### src/rtl/tca_pkg.sv
`timescale 1ns/1ps
package tca_pkg;
   typedef enum logic [1:0] {
      ST_IDLE  = 2'd0,
      ST_SEND  = 2'd1,
      ST_DRAIN = 2'd2,
      ST_PASS  = 2'd3
   } arb_state_t;
endpackage

### src/rtl/tca_sync.sv
`timescale 1ns/1ps
module tca_sync #(
   parameter int STAGES = 2
) (
   input  logic clk,
   input  logic rst_n,
   input  logic d,
   output logic q
);
   initial begin
      assert (STAGES >= 2) else $error("tca_sync: STAGES must be at least 2");
   end

   logic [STAGES-1:0] chain_q;

   always_ff @(posedge clk or negedge rst_n) begin
      if (!rst_n) chain_q <= '0;
      else        chain_q <= {chain_q[STAGES-2:0], d};
   end

   assign q = chain_q[STAGES-1];
endmodule

### src/rtl/tca_round_guard.sv
`timescale 1ns/1ps
module tca_round_guard #(
   parameter int REARM_CYCLES = 4
) (
   input  logic clk,
   input  logic rst_n,
   input  logic tok_s,
   input  logic take,
   output logic spent
);
   localparam int CW = $clog2(REARM_CYCLES + 1);

   initial begin
      assert (REARM_CYCLES >= 1) else $error("tca_round_guard: REARM_CYCLES must be at least 1");
   end

   logic rearm;

   generate
      if (REARM_CYCLES == 1) begin : g_direct
         assign rearm = !tok_s;
      end else begin : g_count
         logic [CW-1:0] low_q;
         always_ff @(posedge clk or negedge rst_n) begin
            if (!rst_n)                           low_q <= '0;
            else if (tok_s)                       low_q <= '0;
            else if (low_q != CW'(REARM_CYCLES))  low_q <= low_q + 1'b1;
         end
         assign rearm = !tok_s && (low_q >= CW'(REARM_CYCLES - 1));
      end
   endgenerate

   always_ff @(posedge clk or negedge rst_n) begin
      if (!rst_n)     spent <= 1'b0;
      else if (take)  spent <= 1'b1;
      else if (rearm) spent <= 1'b0;
   end

   // a round is taken only while the guard is open
   p_take_fresh_r7: assert property (@(posedge clk) disable iff (!rst_n)
      take |-> !spent);
   // the guard closes after a take
   p_close_after_take_r7: assert property (@(posedge clk) disable iff (!rst_n)
      take |=> spent);
endmodule

### src/rtl/tca_reply_fsm.sv
`timescale 1ns/1ps
module tca_reply_fsm
   import tca_pkg::*;
(
   input  logic clk,
   input  logic rst_n,
   input  logic tok_s,
   input  logic spent,
   input  logic rq_valid,
   input  logic tx_ready,
   input  logic tx_busy,
   output logic take,
   output logic drv_en,
   output logic tok_out,
   output logic tx_valid,
   output logic rq_pop
);
   arb_state_t st_q, st_d;

   always_comb begin
      st_d = st_q;
      take = 1'b0;
      unique case (st_q)
         ST_IDLE: begin
            if (tok_s && !spent) begin
               take = 1'b1;
               st_d = rq_valid ? ST_SEND : ST_PASS;
            end
         end
         ST_SEND:  if (!tok_s || !rq_valid) st_d = ST_DRAIN;
         ST_DRAIN: if (!tx_busy)            st_d = tok_s ? ST_PASS : ST_IDLE;
         ST_PASS:  if (!tok_s)              st_d = ST_IDLE;
         default:                           st_d = ST_IDLE;
      endcase
   end

   always_ff @(posedge clk or negedge rst_n) begin
      if (!rst_n) st_q <= ST_IDLE;
      else        st_q <= st_d;
   end

   assign drv_en   = (st_q == ST_SEND) || (st_q == ST_DRAIN);
   assign tok_out  = (st_q == ST_PASS);
   assign tx_valid = (st_q == ST_SEND) && rq_valid && tok_s;
   assign rq_pop   = tx_valid && tx_ready;

   // driver enable and token output never overlap
   p_excl_r3: assert property (@(posedge clk) disable iff (!rst_n)
      !(drv_en && tok_out));
   // the driver stays on while the UART still shifts
   p_hold_busy_r3: assert property (@(posedge clk) disable iff (!rst_n)
      (drv_en && tx_busy) |=> drv_en);
   // the token leaves only once the UART was idle
   p_pass_idle_r3: assert property (@(posedge clk) disable iff (!rst_n)
      $rose(tok_out) |-> $past(!tx_busy));
   // a low synchronized token removes token out next cycle
   p_release_r5: assert property (@(posedge clk) disable iff (!rst_n)
      !tok_s |=> !tok_out);
   // no byte is pulled once the token is gone
   p_no_pop_untok_r6: assert property (@(posedge clk) disable iff (!rst_n)
      rq_pop |-> tok_s);
endmodule

### src/rtl/tok_chain_arbiter.sv
`timescale 1ns/1ps
module tok_chain_arbiter #(
   parameter int DATA_W       = 8,
   parameter int SYNC_STAGES  = 2,
   parameter int REARM_CYCLES = 4
) (
   input  logic              clk,
   input  logic              rst_n,
   input  logic              tok_in,
   output logic              tok_out,
   output logic              drv_en,
   input  logic              rq_valid,
   input  logic [DATA_W-1:0] rq_data,
   output logic              rq_pop,
   output logic              tx_valid,
   output logic [DATA_W-1:0] tx_data,
   input  logic              tx_ready,
   input  logic              tx_busy
);
   initial begin
      assert (DATA_W >= 1) else $error("tok_chain_arbiter: DATA_W must be positive");
   end

   logic tok_s;
   logic spent;
   logic take;

   tca_sync #(.STAGES(SYNC_STAGES)) sync_i (
      .clk(clk), .rst_n(rst_n), .d(tok_in), .q(tok_s)
   );

   tca_round_guard #(.REARM_CYCLES(REARM_CYCLES)) guard_i (
      .clk(clk), .rst_n(rst_n), .tok_s(tok_s), .take(take), .spent(spent)
   );

   tca_reply_fsm fsm_i (
      .clk(clk), .rst_n(rst_n), .tok_s(tok_s), .spent(spent),
      .rq_valid(rq_valid), .tx_ready(tx_ready), .tx_busy(tx_busy),
      .take(take), .drv_en(drv_en), .tok_out(tok_out),
      .tx_valid(tx_valid), .rq_pop(rq_pop)
   );

   assign tx_data = rq_data;

   // the driver turns on only at the first take of a round
   p_one_take_r7: assert property (@(posedge clk) disable iff (!rst_n)
      $rose(drv_en) |-> !$past(spent));
   // bytes are offered only while the driver is on
   p_offer_driven_r4: assert property (@(posedge clk) disable iff (!rst_n)
      tx_valid |-> (drv_en && rq_valid));
endmodule

### config.mk
export PLATFORM = sky130hd
export DESIGN_NAME = tok_chain_arbiter
export DESIGN_NICKNAME = d
export VERILOG_FILES = /design/src/rtl/tca_pkg.sv /design/src/rtl/tca_sync.sv /design/src/rtl/tca_round_guard.sv /design/src/rtl/tca_reply_fsm.sv /design/src/rtl/tok_chain_arbiter.sv
export SDC_FILE = /design/constraint.sdc
export NUM_CORES = 1
export LEC_CHECK = 0
export CAP_MARGIN = 10
export CELL_PAD_IN_SITES_DETAIL_PLACEMENT = 0
export CELL_PAD_IN_SITES_GLOBAL_PLACEMENT = 2
export CORE_MARGIN = 2
export CORE_UTILIZATION = 36
export DETAILED_ROUTE_END_ITERATION = 10
export DONT_BUFFER_PORTS = 1
export GPL_ROUTABILITY_DRIVEN = 0
export GPL_TIMING_DRIVEN = 0
export PLACE_DENSITY_LB_ADDON = 0.1
export SLEW_MARGIN = 15
export SYNTH_ARGS = -nofsm -noshare
export SYNTH_HDL_FRONTEND = slang
export SYNTH_SLANG_ARGS = --single-unit
export TNS_END_PERCENT = 30
### constraint.sdc
create_clock -name clk -period 4.33 [get_ports clk]
set_clock_uncertainty 0.2 [all_clocks]
set_input_delay 0.433 -clock clk [delete_from_list [all_inputs] [get_ports clk]]
set_output_delay 0.433 -clock clk [all_outputs]
set_load 0.03 [all_outputs]
==> metrics.sh, run 1 <==
POWER_LEAKAGE_nW=0.300
HOLD_VIOLATIONS=0
POWER.DENSITY_nW_PER_UM2=676
SYNTH_XOR_AREA_SHARE_PCT=1.62
MIN_PATH_CELLS=0
CORE_UTIL_FINAL_PCT=44.6
WORST_SETUP_HOLD_PATH_CLK_SLEW_NS=0.06
PLACED_AREA_UM2=559
ARITHMETIC_CELL_SHARE_OF_THE_SYNTHESIZED_AREA_COUNTING_FULL_ADDERS_HALF_ADDERS_AND_MAJORITY_GATES_PCT=18.5
POWER_FRAC_COMB_PCT=54.7
WORSTSETUPPATHTYPE='reg -> out'
TRITONCTS.NUM_BUFFERS=3
GLOBALROUTEOVERFLOWTOTAL=0
PIN_COUNT=26
PLACEABLECOREAREA_UM2=1350
MAX_FREQ_MHz=424
TRITONCTS_CLOCK_TREE='done'
INSERTION_DELAY_NS=0.25
FINAL_MAX_SLEW_VIOL_COUNT=0
POST_SYNTH_INSTANCE_AREA_UM2=541
BUFFER_PORTS.INSERTED=0
SYNTH_TO_FINAL_AREA_CHANGE_PCT=11.3
WORST_PIN_SLEW_NS=0.414
SYNTH_SEQ_CELLS=8
FIRST_PASS_GRT_WIRE_LENGTH_MM=1.44
POWER.IR.VDD_WORST_mV=0.243
YS_SEQ_AREA_SHARE_PCT=37.0
POSTSYNTHNETCOUNT=73
START_UTIL_PCT=40.0
WL_MET2_UM=427
P_SWITCHING_W=0.000176
R2R-START='fsm_i.st_q[0]'
SHARE_CLK_OF_TOTAL_POWER_PCT=13.8
MAXCAPVIOLATIONS=0
DRC_ERRORS=0
WIRE_LENGTH_REPORTED_BY_THE_DETAILED_ROUTER_UM=820
ROWS=13
CRIT-REG2REG-CAPTURE='fsm_i.st_q[1]'
TIMING.REG2REG.WORST_PATH_DEPTH=4
NUM_ANTENNA_CELLS=0
FIN_AREA_UM2=602
DRT_PASS1_ITERATIONS=2
YOSYSWARNINGCOUNT=0
INTERNAL_POWER_W=0.000231
GRT_USE_TOTAL_PCT=10.7
DETAILEDPLACEMENTHPWL_UM=681
SEQ_POWER_SHARE_PCT=31.5
CTS_ROOT_BUFFER='clkbuf_4'
WL_MET3_UM=86
GRT_SETUP_UNREPAIRED='false'
MIN-DELAY-PATH-CLASS='reg -> reg'
CP-START-KIND='flip-flop'
CP_DATA_ARRIVAL_TIME_NS=1.73
POST-PLACE-CELLS=66
DETAIL-ROUTE-ANTENNA-NETS=0
SYNTHMUXAREASHARE_PCT=3.94
ANTENNA_FOUND_INITIAL=0
DRIVE_GT1_SHARE_PCT=25.0
FINAL_CRITICAL_PATH_REQUIRED_PERIOD_NS=2.36
MIN_PERIOD_OVER_PERIOD_PCT=54.5
HOLD_PATH.STARTPOINT='sync_i.chain_q[0]'
FINISH_STAGE_SETUP_VIOLS=0
SYNTHSIMPLEGATEAREAFRAC_PCT=7.87
GRT_MAX_DEGREE=11
CTS.SINK_COUNT=8
SYNTHDOMINANTAREACELLTYPE='dfrtp_1'
POST_SYNTH_NUM_CELL_TYPES=18
POST_DRT_VIA_CELL_RATIO=5.07
SYNTH_TOP_FAMILY_BY_AREA='adder cells'
YOSYSTOPAREACELLSHARE_PCT=37.0
END_KIND='output port'
SETUP_TOTAL_NEGATIVE_SLACK_NS=0
NUMBER_OF_INSTANCES_IN_THE_SYNTHESIZED_NETLIST=51
HOLDPATHEND='sync_i.chain_q[1]'
WORST_SLEW_MARGIN_RELATIVE_TO_ITS_LIMIT_PCT=72.4
FLOORPLAN.DIE_AREA_UM2=1830
POWER_SWITCHING_SHARE_PCT=43.3
VIA_COUNT=360
SYNTH_COMPOUND_GATE_AREA_SHARE_PCT=14.4
WORSTPATHMAXFANOUT=4
NET_COUNT_REPORTED_AT_FINISH=80
DIE_WIDTH_UM=42.8
POST_CTS.REPAIR.SETUP_BUFFERS=0
ROUTED.TOP_LAYER='met4'
RRSETUPSLACK_NS=2.41
STATUS='complete, no violations'
DIE_Y_UM=42.8
FIRST_ITER_VIOLATIONS=1
GRT_PASS1_VIAS=329
DETAIL_ROUTE.WIRELENGTH.MET1_UM=300
SYNTHESIS.AREA_PER_INSTANCE_UM2=10.6
FINAL_CELL_COUNT_NO_FILL=71
WORST-ENDPOINT-REQUIRED_NS=3.70
FINAL.FILL_COUNT=127
SYNTH.AREA.TOP_CELLS='dfrtp_1 37%, ha_1 19%, buf_4 11%'
CLK_PATH_BUF_DEPTH=2
ROUTED_WIRE_LENGTH_PER_INSTANCE_UM=11.5
HTREEDEPTH=1
sequential cells by signal, indices dropped and copies added (netlist names):
signal,flops
guard_i.g_count.low_q,3
guard_i.spent,1
fsm_i.st_q,2
sync_i.chain_q,2
critical path, stage by stage, from the launching register on:
cell     delay [ns]
dfrtp_1        0.41
inv_1          0.11
ha_1           0.18
and3_1         0.42
and2_1         0.37
per-layer routing:
| metal | global-route usage, % | up-vias |
|---|---|---|
| li1 | - | 170 |
| met1 | 11.2 | 165 |
| met2 | 18.5 | 23 |
| met3 | 3.83 | 2 |
| met4 | 5.63 | 0 |
| met5 | 0 | - |
cells by family (layout without fill, tap and decap cells):
| group | Yosys count | in the layout |
|---|---|---|
| buffers and inverters | 14 | 19 |
| AO/OA/AOI/OAI | 9 | 9 |
| AND/OR/NAND/NOR | 9 | 9 |
| adder cells (fa/ha/maj) | 8 | 8 |
| flip-flops | 8 | 8 |
| multiplexers | 2 | 2 |
| XOR/XNOR | 1 | 1 |
worst max-delay path by stage:
stage	startpoint	to	slack (ns)	cells after the start
after floorplan	fsm_i.st_q[1]	rq_pop	2.31	4
after global placement	fsm_i.st_q[1]	rq_pop	2.25	4
after detailed placement	fsm_i.st_q[1]	rq_pop	2.22	4
after CTS	fsm_i.st_q[1]	rq_pop	1.95	4
after global routing	fsm_i.st_q[1]	rq_pop	1.85	4
final	fsm_i.st_q[1]	rq_pop	1.97	4
layout by cell type (no fill, tap or decap):
cell / n
nand2_1: 2
mux2i_1: 1
buf_4: 8
a21oi_1: 5
ha_1: 8
nand3_1: 1
nor2_1: 3
dlygate4sd3_1: 2
dfrtp_1: 8
inv_1: 5
nand2b_1: 1
clkbuf_4: 3
a211oi_4: 1
and3_1: 1
buf_6: 1
mux2_1: 1
a211oi_1: 2
xnor2_1: 1
a22o_4: 1
and2_1: 1
what timing repair did:
| action | CTS | global route |
|---|---|---|
| hold buffers | 1 | 1 |
| gates resized for setup | 0 | 0 |
| endpoints found under the hold margin | 8 | 1 |
power by group through the flow:
| stage | registers, W | clock network, W | logic [W] |
|---|---|---|---|
| floorplan | 0.000124 | 0 | 0.000197 |
| global placement | 0.000127 | 0 | 0.000216 |
| detailed placement | 0.000130 | 0 | 0.000224 |
| CTS | 0.000128 | 0.0000584 | 0.000226 |
| global route | 0.000134 | 0.0000653 | 0.000251 |
| finish | 0.000128 | 0.0000562 | 0.000223 |
area by class of cell:
| class | instances | area, um^2 | share of cell area [%] |
|---|---|---|---|
| plain buffers | 9 | 71.3 | 11.9 |
| clock buffers | 3 | 22.5 | 3.74 |
| inverters | 5 | 18.8 | 3.12 |
| multi-input cells | 29 | 250 | 41.6 |
| flip-flops and latches | 8 | 200 | 33.3 |
| well taps | 15 | 18.8 | 3.12 |
| repair buffers | 2 | 20.0 | 3.33 |
through the flow:
step | power, W | setup WS [ns] | hold slack (ns)
final | 0.000407 | 1.97 | 0.161
after global placement | 0.000343 | 2.25 | -0.0624
after floorplan | 0.000321 | 2.31 | -0.0626
after detailed placement | 0.000353 | 2.22 | -0.0624
after global routing | 0.000450 | 1.85 | 0.163
after CTS | 0.000413 | 1.95 | 0.00663
synth_stat cells (all sizes together):
| cell | number |
|---|---|
| mux2i | 1 |
| dfrtp | 8 |
| a21oi | 5 |
| inv | 5 |
| nor2 | 3 |
| and2 | 1 |
| xnor2 | 1 |
| nand3 | 1 |
| nand2 | 2 |
| a211oi | 3 |
| mux2 | 1 |
| ha | 8 |
| nand2b | 1 |
| buf | 9 |
| a22o | 1 |
| and3 | 1 |
Power figures use the tool's default switching activity.
==> run 2, diff against run 1 <==
Settings changed: ABC_AREA set to 1, CORE_ASPECT_RATIO set to 0.75, CORE_UTILIZATION 36 to 32.
Clock period 4.33 ns to 2.46 ns, I/O delays scaled along.
==> run 2 against run 1 <==
Effect of this change: die area rose by 22%; area after synthesis rose by 10%; critical path type unchanged; setup slack worse by 1.5 ns; count of clock-buffer cells in the layout did not move; sequential share of layout area down 3.1 points; clock power is 71% higher.
==> metrics.sh, run 2 <==
STATUS='complete, no violations'
FIN_AREA_UM2=664  # +10%
MOSTFREQUENTLAYOUTCELL='nand2_1'
WORST_PATH_DOMINANT_CELL_FAMILY='simple AND/OR/NAND/NOR gates'
FIRST_ITER_VIOLATIONS=5  # +4
YS_DOMINANT_REG_CELL='dfrtp_1'
WORSTSETUPPATHTYPE='reg -> out'
SHARE_CLK_OF_TOTAL_POWER_PCT=14.0  # +0.2 points
POWER_FRAC_COMB_PCT=55.8  # +1.1 points
CP-START-KIND='flip-flop'
FINAL_CRITICAL_PATH_REQUIRED_PERIOD_NS=2.04
SYNTH_SEQ_CELLS=8  # unchanged
MAX_FFS_PER_REGISTER=3  # unchanged
SYNTH_TO_FINAL_AREA_CHANGE_PCT=11.8
GRT_SETUP_UNREPAIRED='false'
PLACEABLECOREAREA_UM2=1740  # +29%
START_UTIL_PCT=34.1  # -5.9 points
WORSTPATHBUFFERINVERTERCOUNT=1  # unchanged
ROWS=13  # unchanged
NETLIST_TOP_CELLS_COUNT='13 x nand2_1, 12 x inv_1, 8 x buf_4, 8 x dfrtp_1, 8 x ha_1'
CTS.SINK_COUNT=8  # unchanged
FINAL_MAX_SLEW_VIOL_COUNT=0  # unchanged
DRC_ERRORS=0  # unchanged
FINISH_STAGE_SETUP_VIOLS=0  # unchanged
MIN_PERIOD_OVER_PERIOD_PCT=82.7
SETUP_TOTAL_NEGATIVE_SLACK_NS=0  # unchanged
FINAL_CELL_MIX='13 x nand2_1, 12 x inv_1, 8 x ha_1, 8 x buf_4, 8 x dfrtp_1'
DRIVE_GT1_SHARE_PCT=25.0  # unchanged
POWER.DENSITY_nW_PER_UM2=1030  # +53%
NET_COUNT_REPORTED_AT_FINISH=100  # +25%
CPPEAKSTAGEDELAY_NS=0.44  # +0.02 ns
DIE_WIDTH_UM=53.8  # +26%
WORST_SLEW_MARGIN_RELATIVE_TO_ITS_LIMIT_PCT=63.7  # -8.8 points
HTREEDEPTH=1  # unchanged
LARGEST_REGISTERS='guard_i.g_count.low_q x3, fsm_i.st_q x2, sync_i.chain_q x2'
CP_DATA_ARRIVAL_TIME_NS=1.59  # -0.14 ns
TRITONCTS_CLOCK_TREE='done'
INSERTION_DELAY_NS=0.25  # about the same
POSTSYNTHNETCOUNT=93  # +27%
ROUTED_WIRE_LENGTH_PER_INSTANCE_UM=9.44  # -18%
POWER.TOTAL_W=0.000686  # +68%
SYNTH_ENABLE_FLOP_CELLS=0  # unchanged
SEQ_POWER_SHARE_PCT=30.2  # -1.3 points
POWER.IR.VDD_WORST_mV=0.450  # +85%
DIE_Y_UM=41.3  # -3.3%
MIN-DELAY-PATH-CLASS='in -> reg'
GRT_MAX_DEGREE=10  # -1
POST_DRT_VIA_CELL_RATIO=4.18  # -17%
CLK_PATH_BUF_DEPTH=2  # unchanged
POST_SYNTH_INSTANCE_AREA_UM2=594  # +10%
WORST_SETUP_HOLD_PATH_CLK_SLEW_NS=0.05  # about the same
MAXCAPVIOLATIONS=0  # unchanged
PLACED_AREA_UM2=622  # +11%
YOSYSWARNINGCOUNT=0  # unchanged
POST_CTS.REPAIR.SETUP_BUFFERS=0  # unchanged
REGISTERS.TOP_BY_FF_COUNT='guard_i.g_count.low_q'
TRITONCTS.NUM_BUFFERS=3  # unchanged
YOSYS.CELL_COUNT.TOP_TYPE='nand2_1'
POWER_SWITCHING_SHARE_PCT=46.5  # +3.2 points
GLOBALROUTEOVERFLOWTOTAL=0  # unchanged
YS_SEQ_AREA_SHARE_PCT=33.7  # -3.4 points
GRT_PASS1_VIAS=344  # +4.6%
POST_SYNTH_NUM_CELL_TYPES=17  # -1
P_SWITCHING_W=0.000319  # +81%
MAX_FREQ_MHz=491
VIA_COUNT=410  # +14%
SYNTHESIS.AREA_PER_INSTANCE_UM2=8.37  # -21%
WORST_PIN_SLEW_NS=0.543  # +0.129 ns
DETAILEDPLACEMENTHPWL_UM=779  # +14%
PIN_COUNT=26  # unchanged
TIMING.CRITICAL_PATH.SLOWEST_STAGE_CELL='nor2_1'
YOSYSTOPAREACELLSHARE_PCT=33.7  # -3.4 points
FIRST_PASS_GRT_WIRE_LENGTH_MM=1.44  # -0.49%
DRT_PASS1_ITERATIONS=4  # +2
DETAIL-ROUTE-ANTENNA-NETS=0  # unchanged
FINAL.FILL_COUNT=173  # +36%
END_KIND='output port'
ANTENNA_FOUND_INITIAL=0  # unchanged
CTS_ROOT_BUFFER='clkbuf_4'
SYNTHDOMINANTAREACELLTYPE='dfrtp_1'
BUFFER_PORTS.INSERTED=0  # unchanged
POWER_LEAKAGE_nW=0.372  # +24%
NUMBER_OF_INSTANCES_IN_THE_SYNTHESIZED_NETLIST=71  # +39%
FLOORPLAN.DIE_AREA_UM2=2220  # +22%
WIRE_LENGTH_REPORTED_BY_THE_DETAILED_ROUTER_UM=925  # +13%
WORST-ENDPOINT-REQUIRED_NS=2.01  # -1.69 ns
NUM_ANTENNA_CELLS=0  # unchanged
GRT_USE_TOTAL_PCT=9.54  # -1.2 points
ASYNC_RESET_FF_SHARE_PCT=100  # unchanged
HOLD_VIOLATIONS=0  # unchanged
TIMING.CRITICAL_PATH.CELLS='inv_1 > ha_1 > nand3_1 > nor2_1'
WORSTPATHMAXFANOUT=4  # unchanged
SYNTH.AREA.TOP_CELLS='dfrtp_1 34%, ha_1 17%, buf_4 10%'
INTERNAL_POWER_W=0.000367  # +59%
run 2: cell count changes in the layout (fill, tap and decap cells not counted), sizes merged, moves of 2 or more:
| cell | before | now |
|---|---|---|
| nor2 | 3 | 7 |
| inv | 5 | 12 |
| a211oi | 3 | 1 |
| a21oi | 5 | 1 |
| nand2 | 2 | 17 |
| nand3 | 1 | 4 |
| o21ai | 0 | 3 |
run 2: final cells by class:
class / count / area (um^2) / area share, %
multi-input combinational: 42 / 278 / 41.8
sequential: 8 / 200 / 30.1
clock buffer: 3 / 22.5 / 3.39
tap: 22 / 27.5 / 4.14
timing repair buffer: 2 / 20.0 / 3.01
buffer: 9 / 71.3 / 10.7
inverter: 12 / 45.0 / 6.78
run 2: power groups by stage:
stage / combinational (W) / sequential (W) / clock [W]
floorplan: 0.000331 / 0.000203 / 0
global placement: 0.000393 / 0.000211 / 0
detailed placement: 0.000380 / 0.000210 / 0
CTS: 0.000387 / 0.000207 / 0.000103
global route: 0.000435 / 0.000213 / 0.000109
finish: 0.000383 / 0.000207 / 0.0000963
run 2: cell families after synthesis:
group	share of synthesized area, %
buffers and inverters	19.6
adder cells (fa/ha/maj)	16.8
flip-flops	33.7
AO/OA/AOI/OAI	4.63
AND/OR/NAND/NOR	25.3
run 2: worst reg2reg max path, cell delays in order, from the launching register on:
cell     delay [ns]
dfrtp_1        0.40
inv_1          0.11
ha_1           0.24
nand2_4        0.07
nor2_4         0.21
nor2_2         0.06
nand3_1        0.09
nand2_1        0.05
run 2: routing by layer:
metal / share of wire [%] / GRT usage (%) / up-vias / routed length (um)
met1: 54 / 12.0 / 167 / 498
met2: 36 / 14.6 / 24 / 331
li1: - / - / 219 / -
met3: 10 / 6.07 / 0 / 95
met5: 0 / 0 / - / 0
met4: 0 / 0 / 0 / 0
run 2: repair_timing:
action | CTS | global route
resized for setup | 0 | 0
hold buffers | 2 | 0
hold endpoints to repair | 9 | 0
run 2: worst paths after layout:
path,slack (ns),to,from,cells past startpoint
max,0.42,rq_pop,fsm_i.st_q[1],4
min,0.11,fsm_i.st_q[0],tx_busy,5
max reg2reg,0.91,fsm_i.st_q[1],fsm_i.st_q[1],7
min reg2reg,0.15,sync_i.chain_q[1],sync_i.chain_q[0],0
max in group asynchronous,1.65,fsm_i.st_q[1],rst_n,1
min in group asynchronous,0.15,fsm_i.st_q[0],rst_n,1
run 2: through the flow:
stage               setup slack [ns]  hold slack, ns  std cells  utilization [%]
global placement               0.654          -0.249         93             35.7
floorplan                      0.768          -0.250         71                -
CTS                            0.391          0.0988         98             38.2
detailed placement             0.668          -0.249         93             35.7
finish                         0.424           0.105         98             38.2
global route                   0.267           0.148         98             38.2
==> run 3, diff against run 2 <==
Clock period 2.46 ns to 2.05 ns, I/O delays scaled along.
==> run 3 against run 2 <==
Effect of this change: core utilization up 0.14 points; sequential cell count unchanged; die area unchanged; combinational power up 20%; total power up 20%; via count unchanged; sequential share of layout area down 0.11 points; first-iteration DRC count unchanged; hold slack worse by 0.041 ns; final cell count unchanged; register-to-register slack worse by 0.41 ns; setup slack worse by 0.25 ns.
==> metrics.sh, run 3 (synthesis gave the netlist of run 2 again) <==
DRIVE_GT1_SHARE_PCT=26.3  # +1.3 points
PLACEABLECOREAREA_UM2=1740  # unchanged
REGISTERS.TOP_BY_FF_COUNT='guard_i.g_count.low_q'
SHARE_CLK_OF_TOTAL_POWER_PCT=14.0  # about the same
MIN-DELAY-PATH-CLASS='in -> reg'
BUFFER_PORTS.INSERTED=0  # unchanged
SETUP_TOTAL_NEGATIVE_SLACK_NS=0  # unchanged
SEQ_POWER_SHARE_PCT=30.1  # about the same
CORE_UTIL_FINAL_PCT=38.3  # +0.14 points
POWER_LEAKAGE_nW=0.372  # about the same
DRC_ERRORS=0  # unchanged
P_SWITCHING_W=0.000383  # +20%
WORST_PIN_SLEW_NS=0.406  # -0.137 ns
DETAILEDPLACEMENTHPWL_UM=779  # unchanged
WORSTPATHMAXFANOUT=4  # unchanged
FIRST_PASS_GRT_WIRE_LENGTH_MM=1.44  # unchanged
TRITONCTS_CLOCK_TREE='done'
MOSTFREQUENTLAYOUTCELL='nand2_1'
START_UTIL_PCT=34.1  # unchanged
POST_CTS.REPAIR.SETUP_BUFFERS=0  # unchanged
NET_COUNT_REPORTED_AT_FINISH=100  # unchanged
CP_DATA_ARRIVAL_TIME_NS=1.47  # -0.12 ns
CLK_PATH_BUF_DEPTH=2  # unchanged
VIA_COUNT=410  # unchanged
FIN_WS_NS=0.176  # -0.248 ns
WORST-ENDPOINT-REQUIRED_NS=1.64  # -0.37 ns
POST-PLACE-CELLS=93  # unchanged
GRT_PASS1_VIAS=344  # unchanged
FINAL_CRITICAL_PATH_REQUIRED_PERIOD_NS=1.87
SYNTH_TO_FINAL_AREA_CHANGE_PCT=12.2
ANTENNA_FOUND_INITIAL=0  # unchanged
TRITONCTS.NUM_BUFFERS=3  # unchanged
FIRST_ITER_VIOLATIONS=5  # unchanged
HOLD_VIOLATIONS=0  # unchanged
GRT_USE_TOTAL_PCT=9.54  # unchanged
HTREEDEPTH=1  # unchanged
MIN_PERIOD_OVER_PERIOD_PCT=91.4
GLOBALROUTEOVERFLOWTOTAL=0  # unchanged
DETAIL-ROUTE-ANTENNA-NETS=0  # unchanged
INSERTION_DELAY_NS=0.25  # about the same
NUM_ANTENNA_CELLS=0  # unchanged
ROWS=13  # unchanged
FINAL_MAX_SLEW_VIOL_COUNT=0  # unchanged
GRT_MAX_DEGREE=10  # unchanged
WIRE_LENGTH_REPORTED_BY_THE_DETAILED_ROUTER_UM=930  # +0.54%
DIE_WIDTH_UM=53.8  # unchanged
MAX_FREQ_MHz=534
POWER.DENSITY_nW_PER_UM2=1240  # +20%
POWER_FRAC_COMB_PCT=55.8  # about the same
INTERNAL_POWER_W=0.000441  # +20%
CP-START-KIND='flip-flop'
LARGEST_REGISTERS='guard_i.g_count.low_q x3, fsm_i.st_q x2, sync_i.chain_q x2'
CTS_ROOT_BUFFER='clkbuf_4'
WORST_SLEW_MARGIN_RELATIVE_TO_ITS_LIMIT_PCT=72.9  # +9.3 points
POWER_SWITCHING_SHARE_PCT=46.5  # about the same
POWER.IR.VDD_WORST_mV=0.540  # +20%
ROUTED_WIRE_LENGTH_PER_INSTANCE_UM=9.49  # +0.54%
WORSTSETUPPATHTYPE='reg -> out'
SEQCELLAREA_UM2=200  # unchanged
END_KIND='output port'
MAXCAPVIOLATIONS=0  # unchanged
FINISH_STAGE_SETUP_VIOLS=0  # unchanged
FINAL_CELL_MIX='13 x nand2_1, 12 x inv_1, 8 x ha_1, 8 x buf_4, 8 x dfrtp_1'
DETAILEDPLACE.WORSTSLACK_NS=0.299  # -0.369 ns
PIN_COUNT=26  # unchanged
CTS.SINK_COUNT=8  # unchanged
MAX_FFS_PER_REGISTER=3  # unchanged
STATUS='complete, no violations'
FINAL_CELL_COUNT_NO_FILL=98  # unchanged
GRT_SETUP_UNREPAIRED='false'
POST_DRT_VIA_CELL_RATIO=4.18  # unchanged
DRT_PASS1_ITERATIONS=4  # unchanged
MULTI_INPUT_AREA_UM2=280  # +0.90%
FINAL.FILL_COUNT=175  # +1.2%
FLOORPLAN.DIE_AREA_UM2=2220  # unchanged
WORST_SETUP_HOLD_PATH_CLK_SLEW_NS=0.05  # about the same
DIE_Y_UM=41.3  # unchanged
==> run 3: worst max-delay path, stage by stage, from the launching register on <==
cell and delay (ns):
dfrtp_1 0.40, inv_1 0.11, ha_1 0.24, nand3_1 0.16, nor2_2 0.31
==> run 3: final timing paths <==
kind / startpoint / endpoint / slack (ns) / cells after the start
min in group asynchronous: rst_n / fsm_i.st_q[0] / 0.10 / 1
max in group asynchronous: rst_n / fsm_i.st_q[1] / 1.28 / 1
max reg2reg: fsm_i.st_q[1] / fsm_i.st_q[1] / 0.50 / 7
min reg2reg: sync_i.chain_q[0] / sync_i.chain_q[1] / 0.15 / 0
max: fsm_i.st_q[1] / rq_pop / 0.18 / 4
min: tx_busy / fsm_i.st_q[0] / 0.06 / 5
==> run 3: per-layer routing <==
| layer | part of all wire (%) | wire (um) | vias to the layer above | global-route usage [%] |
|---|---|---|---|---|
| met4 | 0 | 0 | 0 | 0 |
| met2 | 36 | 334 | 24 | 14.6 |
| met1 | 54 | 502 | 167 | 12.0 |
| li1 | - | - | 219 | - |
| met3 | 10 | 93 | 0 | 6.07 |
| met5 | 0 | 0 | - | 0 |
==> run 3: per-stage QoR <==
step | area [um^2] | hold WS (ns) | total power (W)
final | 667 | 0.0644 | 0.000824
after global routing | 667 | 0.107 | 0.000910
after CTS | 664 | 0.0578 | 0.000837
after detailed placement | 622 | -0.290 | 0.000708
after global placement | 622 | -0.290 | 0.000725
after floorplan | 594 | -0.291 | 0.000641
==> run 3: repair_timing <==
action | 4_1_cts | 5_1_grt
setup endpoints to repair | 0 | 1
endpoints found under the hold margin | 9 | 0
hold buffers | 2 | 0
resized for setup | 0 | 1
==> run 3: power groups by stage <==
stage	Sequential, W	Clock [W]	Combinational (W)
2_1_floorplan	0.000243	0	0.000398
3_3_place_gp	0.000253	0	0.000472
3_5_place_dp	0.000252	0	0.000456
4_1_cts	0.000249	0.000124	0.000464
5_1_grt	0.000256	0.000131	0.000523
6_report	0.000248	0.000116	0.000460
==> run 3: final cells by class <==
cell class	instances	area share, %
clock buffer	3	3.38
multi-input combinational	42	42.0
buffer	9	10.7
sequential	8	30.0
tap	22	4.13
inverter	12	6.75
timing repair buffer	2	3.00
